--- src/rtl/ctl3w_pkg.sv ---
package ctl3w_pkg;
  localparam int ADDR_W   = 4;
  localparam int DATA_W   = 12;
  localparam int CMD_W    = ADDR_W + DATA_W;
  localparam int NFLAG    = 5;
  localparam int FSEL_W   = 2;
  localparam int MODE_W   = NFLAG + FSEL_W;
  localparam int STAT_W   = DATA_W - 1;
  localparam logic [ADDR_W-1:0] MODE_ADDR = ADDR_W'(0);
  localparam logic [ADDR_W-1:0] STAT_ADDR = ADDR_W'(1);
  localparam logic [MODE_W-1:0] MODE_RST  = {{NFLAG{1'b1}}, {FSEL_W{1'b0}}};
endpackage

--- src/rtl/ctl3w_sync.sv ---
module ctl3w_sync #(
  parameter int WIDTH  = 3,
  parameter int STAGES = 2
) (
  input  logic             clk,
  input  logic             rst_n,
  input  logic [WIDTH-1:0] d_i,
  output logic [WIDTH-1:0] q_o
);
  for (genvar b = 0; b < WIDTH; b++) begin : g_bit
    logic [STAGES-1:0] chain_q;
    always_ff @(posedge clk or negedge rst_n) begin
      if (!rst_n) chain_q <= '0;
      else        chain_q <= {chain_q[STAGES-2:0], d_i[b]};
    end
    assign q_o[b] = chain_q[STAGES-1];
  end
endmodule

--- src/rtl/ctl3w_shift.sv ---
module ctl3w_shift
  import ctl3w_pkg::*;
(
  input  logic              clk,
  input  logic              rst_n,
  input  logic              sclk_s,
  input  logic              dat_s,
  input  logic              le_s,
  output logic              wr_stb,
  output logic [ADDR_W-1:0] wr_addr,
  output logic [DATA_W-1:0] wr_data
);
  localparam int CNT_W = $clog2(CMD_W + 1);

  logic             sclk_d, le_d;
  logic             sclk_rise, le_rise;
  logic [CMD_W-1:0] shreg_q;
  logic [CNT_W-1:0] cnt_q;
  logic             full;

  assign sclk_rise = sclk_s & ~sclk_d;
  assign le_rise   = le_s & ~le_d;
  assign full      = (cnt_q == CNT_W'(CMD_W));

  always_ff @(posedge clk or negedge rst_n) begin
    if (!rst_n) begin
      sclk_d  <= 1'b0;
      le_d    <= 1'b0;
      shreg_q <= '0;
      cnt_q   <= '0;
      wr_stb  <= 1'b0;
      wr_addr <= '0;
      wr_data <= '0;
    end else begin
      sclk_d <= sclk_s;
      le_d   <= le_s;
      wr_stb <= le_rise & full;
      if (le_rise) begin
        // latch wins over a coincident clock edge; the count restarts
        wr_addr <= shreg_q[CMD_W-1 -: ADDR_W];
        wr_data <= shreg_q[DATA_W-1:0];
        cnt_q   <= '0;
      end else if (sclk_rise) begin
        shreg_q <= {shreg_q[CMD_W-2:0], dat_s};
        if (!full) cnt_q <= cnt_q + 1'b1;
      end
    end
  end
endmodule

--- src/rtl/ctl3w_regs.sv ---
module ctl3w_regs
  import ctl3w_pkg::*;
(
  input  logic              clk,
  input  logic              rst_n,
  input  logic              wr_stb,
  input  logic [ADDR_W-1:0] wr_addr,
  input  logic [DATA_W-1:0] wr_data,
  input  logic [NFLAG-1:0]  pin_flag_n,
  input  logic [FSEL_W-1:0] pin_fsel,
  output logic [MODE_W-1:0] r0_q,
  output logic [STAT_W-1:0] r1_q,
  output logic [NFLAG-1:0]  flag_n_o,
  output logic [FSEL_W-1:0] fsel_o,
  output logic [3:0]        cs_ctl_o,
  output logic [1:0]        cat_sel_o,
  output logic              cs_lbit_o,
  output logic [1:0]        cs_fs_o,
  output logic [1:0]        cs_cp_o
);
  logic unused_bits;
  assign unused_bits = ^{wr_data[DATA_W-1:MODE_W]};

  always_ff @(posedge clk or negedge rst_n) begin
    if (!rst_n) begin
      r0_q <= MODE_RST;
      r1_q <= '0;
    end else if (wr_stb) begin
      case (wr_addr)
        MODE_ADDR: r0_q <= wr_data[MODE_W-1:0];
        STAT_ADDR: r1_q <= {wr_data[11:6], wr_data[4:0]};
        default:   ;
      endcase
    end
  end

  for (genvar k = 0; k < NFLAG; k++) begin : g_flag
    assign flag_n_o[k] = r0_q[FSEL_W + k] & pin_flag_n[k];
  end
  assign fsel_o = r0_q[FSEL_W-1:0] | pin_fsel;

  // r1_q = {D11,D10,D9,D8,D7,D6,D4,D3,D2,D1,D0}
  assign cs_ctl_o  = {r1_q[7], r1_q[8], r1_q[9], r1_q[10]};
  assign cat_sel_o = {r1_q[5], r1_q[6]};
  assign cs_lbit_o = r1_q[4];
  assign cs_fs_o   = {r1_q[2], r1_q[3]};
  assign cs_cp_o   = {r1_q[0], r1_q[1]};
endmodule

--- src/rtl/ctl3w_regif.sv ---
module ctl3w_regif
  import ctl3w_pkg::*;
(
  input  logic       clk,
  input  logic       rst_n,
  input  logic       ser_clk_i,
  input  logic       ser_dat_i,
  input  logic       ser_le_i,
  input  logic       pin_mute_n,
  input  logic       pin_bypass_n,
  input  logic       pin_slave_n,
  input  logic       pin_txen_n,
  input  logic       pin_deemph_n,
  input  logic [1:0] pin_fsel,
  output logic       mute_n_o,
  output logic       bypass_n_o,
  output logic       slave_n_o,
  output logic       txen_n_o,
  output logic       deemph_n_o,
  output logic [1:0] fsel_o,
  output logic [3:0] cs_ctl_o,
  output logic [1:0] cat_sel_o,
  output logic       cs_lbit_o,
  output logic [1:0] cs_fs_o,
  output logic [1:0] cs_cp_o
);
  logic [2:0]        ser_s;
  logic              wr_stb;
  logic [ADDR_W-1:0] wr_addr;
  logic [DATA_W-1:0] wr_data;
  logic [MODE_W-1:0] r0_q;
  logic [STAT_W-1:0] r1_q;
  logic [NFLAG-1:0]  flag_n;

  ctl3w_sync #(.WIDTH(3), .STAGES(2)) u_sync (
    .clk   (clk),
    .rst_n (rst_n),
    .d_i   ({ser_le_i, ser_dat_i, ser_clk_i}),
    .q_o   (ser_s)
  );

  ctl3w_shift u_shift (
    .clk     (clk),
    .rst_n   (rst_n),
    .sclk_s  (ser_s[0]),
    .dat_s   (ser_s[1]),
    .le_s    (ser_s[2]),
    .wr_stb  (wr_stb),
    .wr_addr (wr_addr),
    .wr_data (wr_data)
  );

  ctl3w_regs u_regs (
    .clk        (clk),
    .rst_n      (rst_n),
    .wr_stb     (wr_stb),
    .wr_addr    (wr_addr),
    .wr_data    (wr_data),
    .pin_flag_n ({pin_mute_n, pin_bypass_n, pin_slave_n, pin_txen_n, pin_deemph_n}),
    .pin_fsel   (pin_fsel),
    .r0_q       (r0_q),
    .r1_q       (r1_q),
    .flag_n_o   (flag_n),
    .fsel_o     (fsel_o),
    .cs_ctl_o   (cs_ctl_o),
    .cat_sel_o  (cat_sel_o),
    .cs_lbit_o  (cs_lbit_o),
    .cs_fs_o    (cs_fs_o),
    .cs_cp_o    (cs_cp_o)
  );

  assign {mute_n_o, bypass_n_o, slave_n_o, txen_n_o, deemph_n_o} = flag_n;
endmodule

--- config.mk ---
export PLATFORM = sky130hd
export DESIGN_NAME = ctl3w_regif
export DESIGN_NICKNAME = d
export VERILOG_FILES = /design/src/rtl/ctl3w_pkg.sv /design/src/rtl/ctl3w_sync.sv /design/src/rtl/ctl3w_shift.sv /design/src/rtl/ctl3w_regs.sv /design/src/rtl/ctl3w_regif.sv
export SDC_FILE = /design/constraint.sdc
export NUM_CORES = 1
export LEC_CHECK = 0
export BUFFER_PORTS_ARGS = -buffer_cell sky130_fd_sc_hd__buf_2
export CORE_AREA = 4 4 74 76
export DETAILED_ROUTE_END_ITERATION = 8
export DIE_AREA = 0 0 78 80
export MAX_ROUTING_LAYER = met4
export PLACE_DENSITY_LB_ADDON = 0.1
export SLEW_MARGIN = 20
export SYNTH_ARGS = -nofsm -noshare
export SYNTH_HDL_FRONTEND = slang
export SYNTH_HIERARCHICAL = 1
export SYNTH_SLANG_ARGS = --single-unit
--- constraint.sdc ---
create_clock -name clk -period 1.9 [get_ports clk]
set_input_delay 0.19 -clock clk [delete_from_list [all_inputs] [get_ports clk]]
set_output_delay 0.19 -clock clk [all_outputs]
set_load 0.005 [all_outputs]
## Word level (Yosys, flattened, before mapping)

Cells that the tools add are included.

- Bits in registers: 64
- Output and inout port bits: 18
- Word-level logic and storage cells: 37

- Add/sub/neg operators: 1
- Equality and inequality tests: 3
- Muxes and demuxes: 3
- Bitwise operators: 12
- Reduce and logical (&&, ||, !) cells: 6

Operators with widths:

| cell | count |
|---|---|
| $mux 5 | 3 |
| $and 1x1->1 | 8 |
| $reduce_and 2->1 | 4 |
| $add 5x1->5 const B | 1 |
| $eq 5x5->1 const B | 1 |
| $eq 4x1->1 const B | 1 |
| $logic_not 4->1 | 1 |
| $not 1->1 | 3 |
| $ne 2x1->1 const B | 1 |
| $or 2x2->2 | 1 |
| $reduce_bool 2->1 | 1 |

## Depth between registers and ports, before layout

- Depth after elaboration: 4
- Gate-level depth with buffers: 6
- Mapped depth without buffers: 5

## By module

Netlist, hierarchy kept.

By module, submodules not included:

| module | times used | cells each | area each (um2) | seq. area each (um2) |
|---|---|---|---|---|
| ctl3w_shift | 1 | 138 | 1642.8 | 1001.0 |
| ctl3w_regs | 1 | 59 | 884.6 | 456.7 |
| ctl3w_sync | 1 | 9 | 172.7 | 150.1 |

## Worst setup path after synthesis

No wires, ideal clock.

- Path kind: reg2reg
- From: reg u_shift.wr_addr[1]
- To: reg u_regs.r0_q[0]
- Library setup time: 0.125 ns
- Arrival: 1.281 ns
- Data required time: 1.775 ns
- Slack: 0.495 ns
- Stages on the path, launching flop included: 5
- Buffers on the path: 1
- Path through: dfrtp_1 > nor4b_4 > and2b_2 > buf_6 > mux2_2

- Longest elaborated chain between the ends: 2

Ends and longest elaborated chain:

| item | line | RTL |
|---|---|---|
| from (decl) | ctl3w_shift.sv:10 | `output logic [ADDR_W-1:0] wr_addr,` |
| from (signal assigned) | ctl3w_shift.sv:40 | `wr_addr <= shreg_q[CMD_W-1 -: ADDR_W];` |
| $logic_not 4->1 | ctl3w_regs.sv:29 | `case (wr_addr)` |
| $reduce_and 2->1 (no line) | -- |  |
| to (signal assigned) | ctl3w_regs.sv:30 | `MODE_ADDR: r0_q <= wr_data[MODE_W-1:0];` |
| to (decl) | ctl3w_regs.sv:11 | `output logic [MODE_W-1:0] r0_q,` |

No other way between the ends.
A chain may end at the register's enable or synchronous reset.

## Worst setup path after layout

- From: reg u_shift.wr_addr[1]
- To: reg u_regs.r1_q[0]

- Longest elaborated chain between the ends: 2

Ends and longest elaborated chain:

| item | line | RTL |
|---|---|---|
| $eq 4x1->1 | ctl3w_regs.sv:29 |  |
| $reduce_and 2->1 (no line) | -- |  |
| to (signal assigned) | ctl3w_regs.sv:31 | `STAT_ADDR: r1_q <= {wr_data[11:6], wr_data[4:0]};` |
| to (decl) | ctl3w_regs.sv:12 | `output logic [STAT_W-1:0] r1_q,` |

No other way between the ends.

==> impl_results.md <==
* Post-Syn Nets at 209
* First-pass GRT wire length at 7780 microns
* Post-Syn Area at 2620 sq um
* CP peak stage delay at 410 ps
* Max IR drop VDD at 0.487 mV
* Gate power share at 11.4%
* Fin nets at 247
* Pins over their slew limit at 0
* CTS tree: done
* Io pins at 30
* Port Buffers at 29
* Clk Latency, worst-skew pair at 330 ps
* Tot GR Track Use at 17.0%
* WL final at 4460 microns
* Full die area at 6240 sq um
* Per-cell routed wire length at 14.6 microns
* Worst-margin pin slew at 658 ps
* HPWL after DPL at 3090 microns
* CTS Buf Count at 9
* Final ANT Viol Nets at 0
* Die W at 78 microns
* Initial antenna violation count at 0
* CP Max Fanout at 11
* Vias in the first global route at 1,554
* DRC viols at 0
* Vias at 1,560
* Clk_skew at 7.29 ps
* Layout filler cell count at 380
* Worst path cell trace: nor4b_4, nand2_2, mux2_4
* 1st-iter DRT viols at 132
* Switching portion of total power at 24.6%
* Number of gates resized after cts at 0
* Max transition margin at 56.1%
* Antenna cells at 0
* Worst Setup End Kind: flip-flop
* Area growth from synthesis to layout at 16.2%
* H-tree Lvls at 3
* Min Tclk post-route at 1490 ps
* Clock Path Buffers at 2
* Clk slew on worst S/H paths at 70 ps
* Sequential share of power at 54.6%
* Initial core utilization at 55.4%
* Core Area at 4720 sq um
* Max cap viols at 0
* Outcome: complete, no violations
* Crit path DAT at 1710 ps
* Crit-path slowest cell: dfrtp_1
* Power per cell area at 1070 nW/um^2
* Tot Pwr at 3.26 mW
* Cell internal pwr at 2.46 mW
* Psw at 0.801 mW
* Drt pass-1 iters at 4
* Syn avg cell area at 13.4 sq um
* Period utilization at 78.4%
* YS warnings at 6
* Ratio of cells with drive above 1 in the final layout at 39.1%
* Vias per cell at 5.11
* Routability Congestion at 0.770
* Final setup TNS at 0 ps
* # clock sinks at 64
* Type of the tightest min-delay check: reg2reg
* Fin. Hold Viols at 0
* Total grt overflow at 0
* # setup viols final at 0
* CTS root buffer: clkbuf_8
* FP Rows at 25
* Leakage power at 1.58 nW
* Largest net degree at the start of global routing at 30
* Post-Syn Instances at 195
* Worst EP required at 2120 ps
* Setup CP Type: reg2reg
* CP Launch Type: flip-flop
* RSZ-0062 raised after global routing: false
* Die height at 80 microns
* Clock share of power at 33.9%
* FMAX at 671 MHz
-- stage by stage --
| stage | instance area [sq um] | utilization (%) | hold WS, ps | cells | worst slack (ps) |
|---|---|---|---|---|---|
| finish | 3040 | 64.4 | 351 | 305 | 411 |
| global route | 3040 | 64.4 | 365 | 305 | 303 |
| CTS | 3040 | 64.4 | 354 | 305 | 405 |
| detailed placement | 2810 | 59.6 | 257 | 285 | 407 |
| global placement | 2810 | 59.6 | 237 | 285 | 455 |
| floorplan | 2620 | - | -106 | 195 | 495 |
-- power groups by stage --
stage	Clock, mW	Combinational, mW	Sequential, mW
final	1.11	0.373	1.78
after global routing	1.21	0.420	1.82
after CTS	1.15	0.379	1.78
after floorplan	0	0.291	1.73
after global placement	0	0.352	1.79
after detailed placement	0	0.368	1.81
-- per-layer routing --
layer | global-route usage [%] | wire length [microns]
met5 | - | 0
met4 | 9.97 | 86
met3 | 3.61 | 171
met2 | 23.0 | 2020
met1 | 23.7 | 2180
-- worst max-delay path, delay by kind of cell (launching register included) --
family,cells,cell delay (ps)
AND/OR/NAND/NOR,2,590
flip-flops,1,410
multiplexers,1,380
-- registers in the layout (all words and copies together), names as in the netlist, 4 cells and up --
signal and flops:
u_shift/shreg_q 16, u_shift/wr_data 12, u_regs/r1_q 11, u_regs/r0_q 7, u_sync/g_bit.chain_q 6, u_shift/cnt_q 5, u_shift/wr_addr 4
-- layout make-up --
class	count	area, sq um	share of cell area [%]
Inverter	2	7.51	0.247
Multi-Input combinational cell	119	927	30.5
Tap cell	67	83.8	2.76
Timing Repair Buffer	37	228	7.49
Sequential cell	64	1610	52.9
Clock buffer	15	156	5.14
Clock inverter	1	30.0	0.988
-- cells in the final DEF (no fill, tap or decap), types with 2 or more instances in the layout --
cell type	count
or2_2	2
mux2_2	14
nand3_1	3
clkbuf_1	5
a21oi_1	4
and2_1	5
ha_1	2
or3_1	2
dlygate4sd3_1	4
mux2_4	20
dfstp_2	5
inv_1	2
clkbuf_8	10
buf_2	29
nand2_1	49
buf_4	3
dfrtp_1	59
o21ai_0	4
-- repair_timing --
item	in CTS	in global routing
hold buffers	4	0
setup buffers	0	0
endpoints found under the hold margin	25	0
-- final timing paths --
| check | startpoint | endpoint | slack [ps] | cells after the start |
|---|---|---|---|---|
| worst max register to register | u_shift/wr_addr[1] | u_regs/r1_q[0] | 410 | 3 |
| worst min-delay path | u_sync/g_bit[2].chain_q[0] | u_sync/g_bit[2].chain_q[1] | 350 | 0 |
| max in group asynchronous | rst_n | u_shift/shreg_q[9] | 850 | 3 |
| worst min register to register | u_sync/g_bit[2].chain_q[0] | u_sync/g_bit[2].chain_q[1] | 350 | 0 |
| worst max-delay path | u_shift/wr_addr[1] | u_regs/r1_q[0] | 410 | 3 |
| min in group asynchronous | rst_n | u_regs/r1_q[3] | 430 | 2 |
Note: power is estimated with default switching activity, not from simulation.
